File: src/rtl/packadd_pkg.sv
package packadd_pkg;

   // Lane split selection carried on the mode input.
   typedef enum logic [1:0] {
      SPLIT_ONE  = 2'b00,
      SPLIT_TWO  = 2'b01,
      SPLIT_FOUR = 2'b10,
      SPLIT_FOUR_ALIAS = 2'b11
   } split_e;

   // Prefix tree shape selectors.
   localparam int SHAPE_UNIT_FANOUT   = 0;
   localparam int SHAPE_DOUBLE_FANOUT = 1;

   function automatic int clog2_int(input int value);
      int r;
      r = 0;
      while ((1 << r) < value) r++;
      return r;
   endfunction

endpackage

File: src/rtl/packadd_cut.sv
module packadd_cut
   import packadd_pkg::*;
#(
   parameter int WIDTH = 32,
   parameter int SEG   = 8,
   localparam int NSEG = WIDTH / SEG
) (
   input  logic [1:0]       mode_i,
   output logic [WIDTH-1:0] cut_o
);

   always_comb begin
      cut_o = '0;
      for (int s = 1; s < NSEG; s++) begin
         case (split_e'(mode_i))
            SPLIT_ONE: cut_o[s*SEG] = 1'b0;
            SPLIT_TWO: cut_o[s*SEG] = (s == NSEG/2);
            default:   cut_o[s*SEG] = 1'b1;
         endcase
      end
   end


   always_comb begin
      case (split_e'(mode_i))
         SPLIT_ONE: lane_cut_count_chk: assert ($countones(cut_o) == 0);
         SPLIT_TWO: lane_cut_count_chk2: assert ($countones(cut_o) == 1);
         default:   lane_cut_count_chk4: assert ($countones(cut_o) == NSEG - 1);
      endcase
   end

endmodule

File: src/rtl/packadd_tree.sv
module packadd_tree
   import packadd_pkg::*;
#(
   parameter int WIDTH = 32,
   parameter int SHAPE = SHAPE_UNIT_FANOUT,
   localparam int LVL  = clog2_int(WIDTH)
) (
   input  logic [WIDTH-1:0] gen_i,
   input  logic [WIDTH-1:0] live_i,
   output logic [WIDTH-1:0] grp_gen_o
);

   logic [LVL:0][WIDTH-1:0] gt;
   logic [LVL:0][WIDTH-1:0] lt;

   assign gt[0] = gen_i;
   assign lt[0] = live_i;

   for (genvar l = 0; l < LVL; l++) begin : g_level
      localparam int D = 1 << l;
      for (genvar i = 0; i < WIDTH; i++) begin : g_node
         if (SHAPE == SHAPE_UNIT_FANOUT) begin : g_unit
            if (i >= D) begin : g_cell
               assign gt[l+1][i] = gt[l][i] | (lt[l][i] & gt[l][i-D]);
               assign lt[l+1][i] = lt[l][i] & lt[l][i-D];
            end else begin : g_pass
               assign gt[l+1][i] = gt[l][i];
               assign lt[l+1][i] = lt[l][i];
            end
         end else begin : g_double
            if (((i >> l) & 1) == 1) begin : g_cell
               localparam int J = ((i >> l) << l) - 1;
               assign gt[l+1][i] = gt[l][i] | (lt[l][i] & gt[l][J]);
               assign lt[l+1][i] = lt[l][i] & lt[l][J];
            end else begin : g_pass
               assign gt[l+1][i] = gt[l][i];
               assign lt[l+1][i] = lt[l][i];
            end
         end
      end
   end

   assign grp_gen_o = gt[LVL];

endmodule

File: src/rtl/packadd_post.sv
module packadd_post
   import packadd_pkg::*;
#(
   parameter int WIDTH = 32,
   parameter int SEG   = 8,
   localparam int NSEG = WIDTH / SEG,
   localparam int HALF = WIDTH / 2
) (
   input  logic [1:0]       mode_i,
   input  logic [WIDTH-1:0] prop_i,
   input  logic [WIDTH-1:0] cut_i,
   input  logic [WIDTH-1:0] grp_gen_i,
   output logic [WIDTH-1:0] sum_o,
   output logic [NSEG-1:0]  cout_o
);

   logic [WIDTH-1:0] carry_in;

   always_comb begin
      carry_in[0] = 1'b0;
      for (int i = 1; i < WIDTH; i++)
         carry_in[i] = grp_gen_i[i-1] & ~cut_i[i];
   end

   assign sum_o = prop_i ^ carry_in;

   always_comb begin
      cout_o = '0;
      case (split_e'(mode_i))
         SPLIT_ONE: cout_o[0] = grp_gen_i[WIDTH-1];
         SPLIT_TWO: begin
            cout_o[0] = grp_gen_i[HALF-1];
            cout_o[1] = grp_gen_i[WIDTH-1];
         end
         default: begin
            for (int s = 0; s < NSEG; s++)
               cout_o[s] = grp_gen_i[(s+1)*SEG-1];
         end
      endcase
   end

endmodule

File: src/rtl/packed_prefix_adder.sv
module packed_prefix_adder
   import packadd_pkg::*;
#(
   parameter int WIDTH = 32,
   parameter int SEG   = 8,
   parameter int SHAPE = SHAPE_UNIT_FANOUT,
   localparam int NSEG = WIDTH / SEG,
   localparam int HALF = WIDTH / 2
) (
   input  logic [WIDTH-1:0] a_i,
   input  logic [WIDTH-1:0] b_i,
   input  logic [1:0]       mode_i,
   output logic [WIDTH-1:0] sum_o,
   output logic [NSEG-1:0]  cout_o
);

   if (WIDTH % SEG != 0) begin : g_bad_seg
      $error("WIDTH must be a multiple of SEG");
   end
   if (NSEG < 2 || (NSEG & (NSEG - 1)) != 0) begin : g_bad_nseg
      $error("WIDTH/SEG must be a power of two of at least 2");
   end
   if (SHAPE != SHAPE_UNIT_FANOUT && SHAPE != SHAPE_DOUBLE_FANOUT) begin : g_bad_shape
      $error("SHAPE selects an unknown tree");
   end

   logic [WIDTH-1:0] cut;
   logic [WIDTH-1:0] gen_bit;
   logic [WIDTH-1:0] live_bit;
   logic [WIDTH-1:0] prop_bit;
   logic [WIDTH-1:0] grp_gen;

   packadd_cut #(.WIDTH(WIDTH), .SEG(SEG)) u_cut (
      .mode_i (mode_i),
      .cut_o  (cut)
   );

   assign gen_bit  = a_i & b_i;
   assign live_bit = (a_i | b_i) & ~cut;
   assign prop_bit = a_i ^ b_i;

   packadd_tree #(.WIDTH(WIDTH), .SHAPE(SHAPE)) u_tree (
      .gen_i     (gen_bit),
      .live_i    (live_bit),
      .grp_gen_o (grp_gen)
   );

   packadd_post #(.WIDTH(WIDTH), .SEG(SEG)) u_post (
      .mode_i    (mode_i),
      .prop_i    (prop_bit),
      .cut_i     (cut),
      .grp_gen_i (grp_gen),
      .sum_o     (sum_o),
      .cout_o    (cout_o)
   );

   always_comb begin
      case (split_e'(mode_i))
         SPLIT_ONE: begin

            full_sum_chk: assert ({cout_o[0], sum_o} == ({1'b0, a_i} + {1'b0, b_i}));

            full_spare_chk: assert (cout_o[NSEG-1:1] == '0);
         end
         SPLIT_TWO: begin
            for (int h = 0; h < 2; h++) begin

               half_sum_chk: assert (sum_o[h*HALF +: HALF] ==
                  HALF'(a_i[h*HALF +: HALF] + b_i[h*HALF +: HALF]));

               half_cout_chk: assert ({cout_o[h], sum_o[h*HALF +: HALF]} ==
                  ({1'b0, a_i[h*HALF +: HALF]} + {1'b0, b_i[h*HALF +: HALF]}));
            end

            half_spare_chk: assert (cout_o[NSEG-1:2] == '0);
         end
         default: begin
            // R6 (mode 2'b11 shares this check)
            for (int s = 0; s < NSEG; s++) begin
               seg_lane_chk: assert ({cout_o[s], sum_o[s*SEG +: SEG]} ==
                  ({1'b0, a_i[s*SEG +: SEG]} + {1'b0, b_i[s*SEG +: SEG]}));
            end
         end
      endcase
   end

endmodule

File: config.mk
export PLATFORM = sky130hd
export DESIGN_NAME = packed_prefix_adder
export DESIGN_NICKNAME = d
export VERILOG_FILES = /design/src/rtl/packadd_pkg.sv /design/src/rtl/packadd_cut.sv /design/src/rtl/packadd_tree.sv /design/src/rtl/packadd_post.sv /design/src/rtl/packed_prefix_adder.sv
export SDC_FILE = /design/constraint.sdc
export NUM_CORES = 1
export LEC_CHECK = 0
export ABC_CLOCK_PERIOD_IN_PS = 6300
export BUFFER_PORTS_ARGS = -buffer_cell sky130_fd_sc_hd__buf_2
export CELL_PAD_IN_SITES_DETAIL_PLACEMENT = 0
export CELL_PAD_IN_SITES_GLOBAL_PLACEMENT = 1
export CORE_MARGIN = 1
export CORE_UTILIZATION = 30
export DETAILED_ROUTE_END_ITERATION = 10
export PLACE_DENSITY = 0.78
export SLEW_MARGIN = 20
export SYNTH_ARGS = -nofsm -noshare
export SYNTH_HDL_FRONTEND = slang
export SYNTH_SLANG_ARGS = --single-unit
File: constraint.sdc
create_clock -name vclk -period 6.3
set_input_delay 0 -clock vclk [all_inputs]
set_output_delay 0 -clock vclk [all_outputs]
set_load 0.05 [all_outputs]
==> impl_metrics.tcl, run 1 <==
set metrics [dict create \
    outcome "finished, final reports clean" \
    critical-path-top-delay-family "compound AO/OA/AOI/OAI gates" \
    cts_resized 0 \
    core_area_um2 8175 \
    die_w_um 93.65 \
    grt_pass1_wl_um 11310 \
    grt_overflow 0 \
    vias 2758 \
    rsz0062_at_grt "no" \
    hold_buffers 0 \
    die_area_um2 8770 \
    power-per-cell-area_nw_per_um2 139.3 \
    cp_data_required_time_ps 6300 \
    synth_area_leaders "ha_1 31%, inv_1 13%, nor2_1 6.4%" \
    worst-path-stages 12 \
    yosys-top-cells-count "86 x inv_1, 63 x ha_1, 43 x nor2_1" \
    postLayoutCellArea_um2 3157 \
    power_mw 0.4396 \
    startpoint "a_i[0]" \
    synthSimpleGateAreaFrac 0.1951 \
    rows 33 \
    synth.largest_area_cell "ha_1" \
    syn_avg_cell_area_um2 6.866 \
    crit_end "cout_o[1]" \
    synth.most_common_cell "inv_1" \
    io_buffers 102 \
    synth_cells 367 \
    grt_start_max_net_pins 16 \
    synth_adder_area_share 0.3208 \
    synth_top_area_share 0.3128 \
    maxCapViolCount 0 \
    fin_crit_ps 2667 \
    ant_nets 0 \
    dp_hpwl_um 6191 \
    path_buf_inv 2 \
    die_h_um 93.65 \
    cp_slowest_cell "fa_1" \
    num_io_pins 102 \
    drc_errors 0 \
    initial_utilization 0.3082 \
    final_util 0.3861 \
    yosysSeqAreaShare 0 \
    fmax_mhz 375.0 \
    final_cells 573 \
    synthDistinctLibCells 54 \
    placedCellCount 573 \
    avgViaCountPerCell 4.813 \
    area_growth_syn_to_layout_pct 25.27 \
    setup_violations 0 \
    slowest_delay_ps 390 \
    synth_xor_area_frac 0.1008 \
    nClkBuffers 0 \
    synth_top_family_by_area "adder cells" \
    seq_cells 0 \
    drtPass1Iterations 4 \
    yosys_warnings 0 \
    diodes 0 \
    worstMarginPinSlew_ps 570.9 \
    worstSetupStartpointType "input pin" \
    grt_pass1_vias 2583 \
    layout-drive-gt1-share 0.2457 \
    nNetsFinal 600 \
    syn_area_um2 2520 \
    path_cells "buf_2 -> ha_1 -> fa_1 -> nor2b_1 -> nor3_1 -> o21ai_2 -> a211oi_2 -> o31ai_1 -> o31a_1 -> a211oi_2 -> o22ai_1 -> buf_2" \
    setup_tns_ps 0 \
    wirelength_um 6868 \
    grtUsageTotal 0.1541 \
    place_area_um2 3157 \
    cp_max_fo 5 \
    routedWlPerCell_um 11.99 \
    crit_type "in -> out" \
    cp_data_arrival_time_ps 2670 \
    drt_iter0_drc 75 \
    slew_headroom 0.6159 \
    critPathCaptureType "output pin" \
    hold_path.class "in -> out" \
    postCtsSetupBuffers 0 \
    hold_viol 0 \
    antenna_found_initial 0 \
    synth-compound-area-share 0.2532 \
    synth.area.mux_share 0 \
    peakVddDrop_uv 61.22 \
    p_leak_nw 1.794 \
    maxSlewViolCount 0 \
    seq_area_um2 0 \
    syn_nets 497 \
    gp_congestion 0.8458 \
    fin_crit_sh 0.4233 \
]
## metal layers
metal | track usage | vias up | wire [um]
met5 | 0 | - | 0
met4 | 0.006410 | 0 | 23
met3 | 0.004854 | 2 | 248
met2 | 0.2825 | 65 | 3343
met1 | 0.2095 | 1259 | 3252
li1 | - | 1432 | -
## layout by cell type (no fill, tap or decap), types with 3 or more instances in the layout
cell type  count
a21oi_1       26
nor3_1         7
inv_1         86
o21ai_0       14
o41ai_1        4
nor2b_1        9
or4_1          4
xnor2_1       13
o21bai_1       4
nor2_1        43
ha_1          63
xor2_1        16
buf_2        102
or3_1          3
nor4_1         7
a21o_1         3
o31ai_1        4
nand2_1       12
## tightest hold or removal path, stage by stage
cell and delay, ps:
buf_2 80, ha_1 100, buf_2 250
## power by group
| part | total [mW] | internal, mW | switching [mW] | leakage, nW |
|---|---|---|---|---|
| clock | 0 | 0 | 0 | 0 |
| combinational | 0.440 | 0.130 | 0.310 | 1.79 |
| sequential | 0 | 0 | 0 | 0 |
## worst min-delay path by stage
stage / from / to / slack (ps) / cells past startpoint
floorplan: mode_i[0] / sum_o[16] / 330 / 2
global placement: b_i[0] / sum_o[0] / 430 / 3
detailed placement: b_i[0] / sum_o[0] / 430 / 3
CTS: b_i[0] / sum_o[0] / 430 / 3
global route: b_i[0] / sum_o[0] / 430 / 3
finish: b_i[0] / sum_o[0] / 420 / 3
## per-stage QoR
stage / hold WS [ps] / setup slack, ps
6_report: 424.7 / 3633
4_1_cts: 428.9 / 3594
5_1_grt: 434.0 / 3377
2_1_floorplan: 325.1 / 3501
3_3_place_gp: 430.2 / 3661
3_5_place_dp: 428.6 / 3606
## cell type report
type                       count  area, um^2
timing repair buffer         102       510.5
fill                         931        5019
inverter                      86       322.8
tap                          105       131.4
multi-input combinational    280        2192
## logic make-up after synthesis
kind of cell | after synthesis
AOI/OAI and AO/OA | 88
and+or+nand+nor | 99
xor gates and xnor gates | 29
buffers and inverters | 87
adders and majority gates | 64
No activity file was read; power rests on OpenSTA's default activity.
==> inputs of run 2 (changes only) <==
Settings changed: ABC_CLOCK_PERIOD_IN_PS 6300 to 2800.
Clock period 6.3 ns to 2.8 ns, I/O delays scaled along.
==> run 2 against run 1 <==
Non-clock buffer count grew 3. Critical path depth shrank 1. Design area grew 1.1%. Setup slack lost 3400 ps. First-iteration DRC count grew 24%. Die area is the same. Routed wire length shrank 1.1%. Combinational power grew 130%. Worst hold slack gained 39 ps. Via count shrank 1.4%. Core utilization grew 0.41 points. Global-route usage shrank 0.73 points. Critical path type unchanged. Largest cell class unchanged. Largest power group unchanged. Highest routed layer is now met3.
==> impl_metrics.tcl, run 2 (synthesized netlist as in run 1, its figures left out) <==
set metrics [dict create \
    initial_utilization 0.3082 \
    cp_data_required_time_ps 2800 \
    final_cells 576 \
    wirelength_um 6795 \
    nNetsFinal 603 \
    drc_errors 0 \
    maxSlewViolCount 0 \
    ant_nets 0 \
    rows 33 \
    seq_area_um2 0 \
    setup_violations 0 \
    slowest_delay_ps 530 \
    place_area_um2 3179 \
    maxCapViolCount 0 \
    hold_buffers 0 \
    mostFrequentLayoutCell "buf_2" \
    diodes 0 \
    fin_crit_ps 2557 \
    worstMarginPinSlew_ps 578.2 \
    fill_cells 909 \
    dp_hpwl_um 6088 \
    grtUsageTotal 0.1468 \
    power-per-cell-area_nw_per_um2 312.0 \
    gp_congestion 0.8725 \
    grt_pass1_vias 2442 \
    fin_crit_sh 0.9134 \
    crit_type "in -> out" \
    die_area_um2 8770 \
    avgViaCountPerCell 4.722 \
    worstSetupStartpointType "input pin" \
    core_area_um2 8175 \
    grt_start_max_net_pins 9 \
    cp_data_arrival_time_ps 2560 \
    mostFrequentLayoutCells "102 x buf_2, 86 x inv_1, 63 x ha_1" \
    area_growth_syn_to_layout_pct 26.61 \
    grt_overflow 0 \
    hold_path.class "in -> out" \
    outcome "finished, final reports clean" \
    slew_headroom 0.6110 \
    placedCellCount 576 \
    nClkBuffers 0 \
    setup_tns_ps 0 \
    seq_cells 0 \
    num_io_pins 102 \
    cp_max_fo 5 \
    layout-drive-gt1-share 0.2548 \
    routedWlPerCell_um 11.80 \
    grt_pass1_wl_um 10730 \
    postCtsSetupBuffers 0 \
    antenna_found_initial 0 \
    critPathCaptureType "output pin" \
    p_leak_nw 1.810 \
    path_cells "buf_2 -> inv_1 -> ha_1 -> nor4_2 -> o2111ai_1 -> nand3_1 -> o2111ai_1 -> a2111oi_2 -> nor2_1 -> a311oi_1 -> buf_2" \
    drt_iter0_drc 93 \
    peakVddDrop_uv 125.0 \
    drtPass1Iterations 4 \
    vias 2720 \
    hold_viol 0 \
    cp_slowest_cell "a2111oi_2" \
    postLayoutCellArea_um2 3191 \
    die_h_um 93.65 \
    cts_resized 0 \
    die_w_um 93.65 \
    rsz0062_at_grt "no" \
    fmax_mhz 391.0 \
    io_buffers 102 \
]
[run 2: area by class of cell]
cell class,instances,area (um^2),area share
inverters,86,322.8,0.1012
multi-input cells,280,2203,0.6906
well taps,105,131.4,0.04118
repair buffers,105,533.0,0.1671
[run 2: power breakdown]
group          switching, mW  total, mW  internal [mW]
sequential                 0          0              0
clock                      0          0              0
combinational          0.697      0.995          0.298
total                  0.697      0.995          0.298
[run 2: worst max-delay path, delay by kind of cell]
kind / cells / cell delay [ps]
AND/OR/NAND/NOR: 3 / 590
AO/OA/AOI/OAI: 4 / 1250
adder cells (fa/ha/maj): 1 / 260
buffers and inverters: 3 / 450
[run 2: final timing paths]
path | from | end | slack, ps | cells after the start
worst max-delay path | a_i[7] | sum_o[29] | 240 | 11
worst min-delay path | b_i[0] | sum_o[0] | 460 | 3
[run 2: stage by stage]
| step | total power [mW] | util | hold slack (ps) | worst slack, ps |
|---|---|---|---|---|
| floorplan | 0.7509 | - | 325.1 | 0.5289 |
| global placement | 0.9920 | 0.3889 | 434.8 | 195.0 |
| global route | 1.072 | 0.3903 | 489.4 | 96.71 |
| detailed placement | 0.9957 | 0.3889 | 480.5 | 87.94 |
| CTS | 1.001 | 0.3889 | 480.8 | 85.05 |
| finish | 0.9954 | 0.3903 | 464.0 | 242.5 |
[run 2: layer usage]
metal  vias up  track usage  wire length, um
li1       1448            -                -
met2        51       0.2629             3224
met4         0            0                0
met5         -            0                0
met1      1221       0.2076             3332
met3         0     0.003236              238
==> inputs of run 3 (changes only) <==
Settings changed: ABC_CLOCK_PERIOD_IN_PS 2800 to 2300, BUFFER_PORTS_ARGS -buffer_cell sky130_fd_sc_hd__buf_2 to -buffer_cell sky130_fd_sc_hd__buf_4, PLACE_DENSITY 0.78 to 0.81.
Clock period 2.8 ns to 2.3 ns, I/O delays scaled along.
==> run 3 against run 2 <==
The run now ends with setup timing left. Worst hold slack worse by 110 ps. Sequential cell count is the same. Setup slack got worse by 250 ps. Non-clock buffer count rose by 27. Final cell count up 4.7%. Via count rose by 7.5%. Global-route usage up 1.6 points. Die area unchanged. Critical path depth is 2 higher. Routed wire length grew 8.8%. Core utilization increased by 9.1 points. Design area rose by 23%. Critical path type unchanged. Largest power group unchanged. Highest routed layer unchanged.
==> impl_metrics.tcl, run 3 (synthesized netlist as in run 1, its figures left out) <==
set metrics [dict create \
    outcome "finished with violations" \
    violations "setup timing" \
    critPathCaptureType "output pin" \
    initial_utilization 0.3082 \
    crit_type "in -> out" \
    fin_crit_ps 2305 \
    p_leak_nw 2.097 \
    layout-drive-gt1-share 0.3614 \
    path_buf_inv 4 \
    mostFrequentLayoutCells "122 x buf_4, 86 x inv_1, 59 x ha_1" \
    hold-worst-slack_ps 356.8 \
    grt_pass1_wl_um 11900 \
    maxCapViolCount 0 \
    seq_area_um2 0 \
    final_cells 603 \
    peakVddDrop_uv 358.3 \
    mostFrequentLayoutCell "buf_4" \
    die_h_um 93.65 \
    rows 33 \
    avgViaCountPerCell 4.847 \
    io_buffers 102 \
    wirelength_um 7395 \
    rsz0062_at_grt "yes" \
    maxSlewViolCount 0 \
    nClkBuffers 0 \
    core_area_um2 8175 \
    drc_errors 0 \
    cp_max_fo 2 \
    holdCritStartpoint "a_i[0]" \
    dp_hpwl_um 6438 \
    vias 2923 \
    grt_pass1_vias 2741 \
    die_w_um 93.65 \
    drt_iter0_drc 71 \
    slowest_delay_ps 430 \
    worstSetupStartpointType "input pin" \
    drtPass1Iterations 4 \
    area_growth_syn_to_layout_pct 56.26 \
    diodes 0 \
    grt_start_max_net_pins 10 \
    min_path_cells 3 \
    fin_crit_sh 1.002 \
    path_cells "buf_4 -> inv_1 -> ha_1 -> buf_4 -> nor4_1 -> nand2_1 -> a21oi_1 -> o41ai_2 -> o211ai_2 -> o21ai_2 -> o21ai_2 -> xor2_2 -> buf_6" \
    slew_headroom 0.6474 \
    critical-path-top-delay-family "compound AO/OA/AOI/OAI gates" \
    grt_overflow 0 \
    ant_nets 0 \
    hold_path.class "in -> out" \
    die_area_um2 8770 \
    num_io_pins 102 \
    seq_cells 0 \
    nNetsFinal 630 \
    place_area_um2 3680 \
    hold_viol 0 \
    setup_ws_ps -5.338 \
    multi_input_area_um2 2451 \
    gp_congestion 0.8943 \
    placedCellCount 599 \
    holdPathEnd "sum_o[0]" \
    power-per-cell-area_nw_per_um2 379.6 \
    cp_slowest_cell "nor4_1" \
    antenna_found_initial 0 \
    power_mw 1.495 \
    postLayoutCellArea_um2 3938 \
    worstMarginPinSlew_ps 524.1 \
    final_util 0.4816 \
    setup_violations 1 \
    fmax_mhz 433.8 \
    cp_data_required_time_ps 2300 \
    fill_cells 835 \
    cp_data_arrival_time_ps 2310 \
    routedWlPerCell_um 12.26 \
    hold_buffers 0 \
    grtUsageTotal 0.1626 \
]
-- run 3: changes by cell type in the layout (fill, tap and decap cells not counted), sizes merged --
cell  change
buf      +27
-- run 3: final cells by class --
class,count,share of cell area
timing repair buffer,132,0.2622
multi-input combinational,280,0.6225
tap,105,0.03337
inverter,86,0.08198
-- run 3: power breakdown --
group | switching (mW) | internal (mW) | leakage, nW
sequential | 0 | 0 | 0
combinational | 0.922 | 0.573 | 2.10
clock | 0 | 0 | 0
-- run 3: through the flow --
step           setup TNS (ps)  setup WS (ps)
6_report               -5.338         -5.338
5_1_grt                -631.1         -112.5
4_1_cts                -318.3         -88.40
3_5_place_dp            -2278         -292.6
3_3_place_gp            -2159         -243.6
2_1_floorplan          -52.52         -31.43
-- run 3: what timing repair did --
item / 4_1_cts / 5_1_grt
pin swaps: 15 / 20
setup buffers: 3 / 1
gates cloned: 0 / 0
setup endpoints to repair: 17 / 17
resized for setup: 29 / 18
-- run 3: worst max path at each step --
stage                     slack (ps)  startpoint  cells past startpoint        end
after floorplan                  -30      a_i[0]                      8   sum_o[8]
after global placement          -240      a_i[0]                     12  sum_o[28]
after detailed placement        -290      a_i[0]                     12  cout_o[1]
after CTS                        -90      b_i[0]                     12  cout_o[1]
after global routing            -110      b_i[0]                     12  cout_o[1]
final                             -5     a_i[16]                     13  sum_o[31]
-- run 3: metal layers --
metal,global-route usage,part of all wire
met2,0.3064,0.50
met1,0.2183,0.46
met3,0.003236,0.040
met5,0,0
met4,0,0
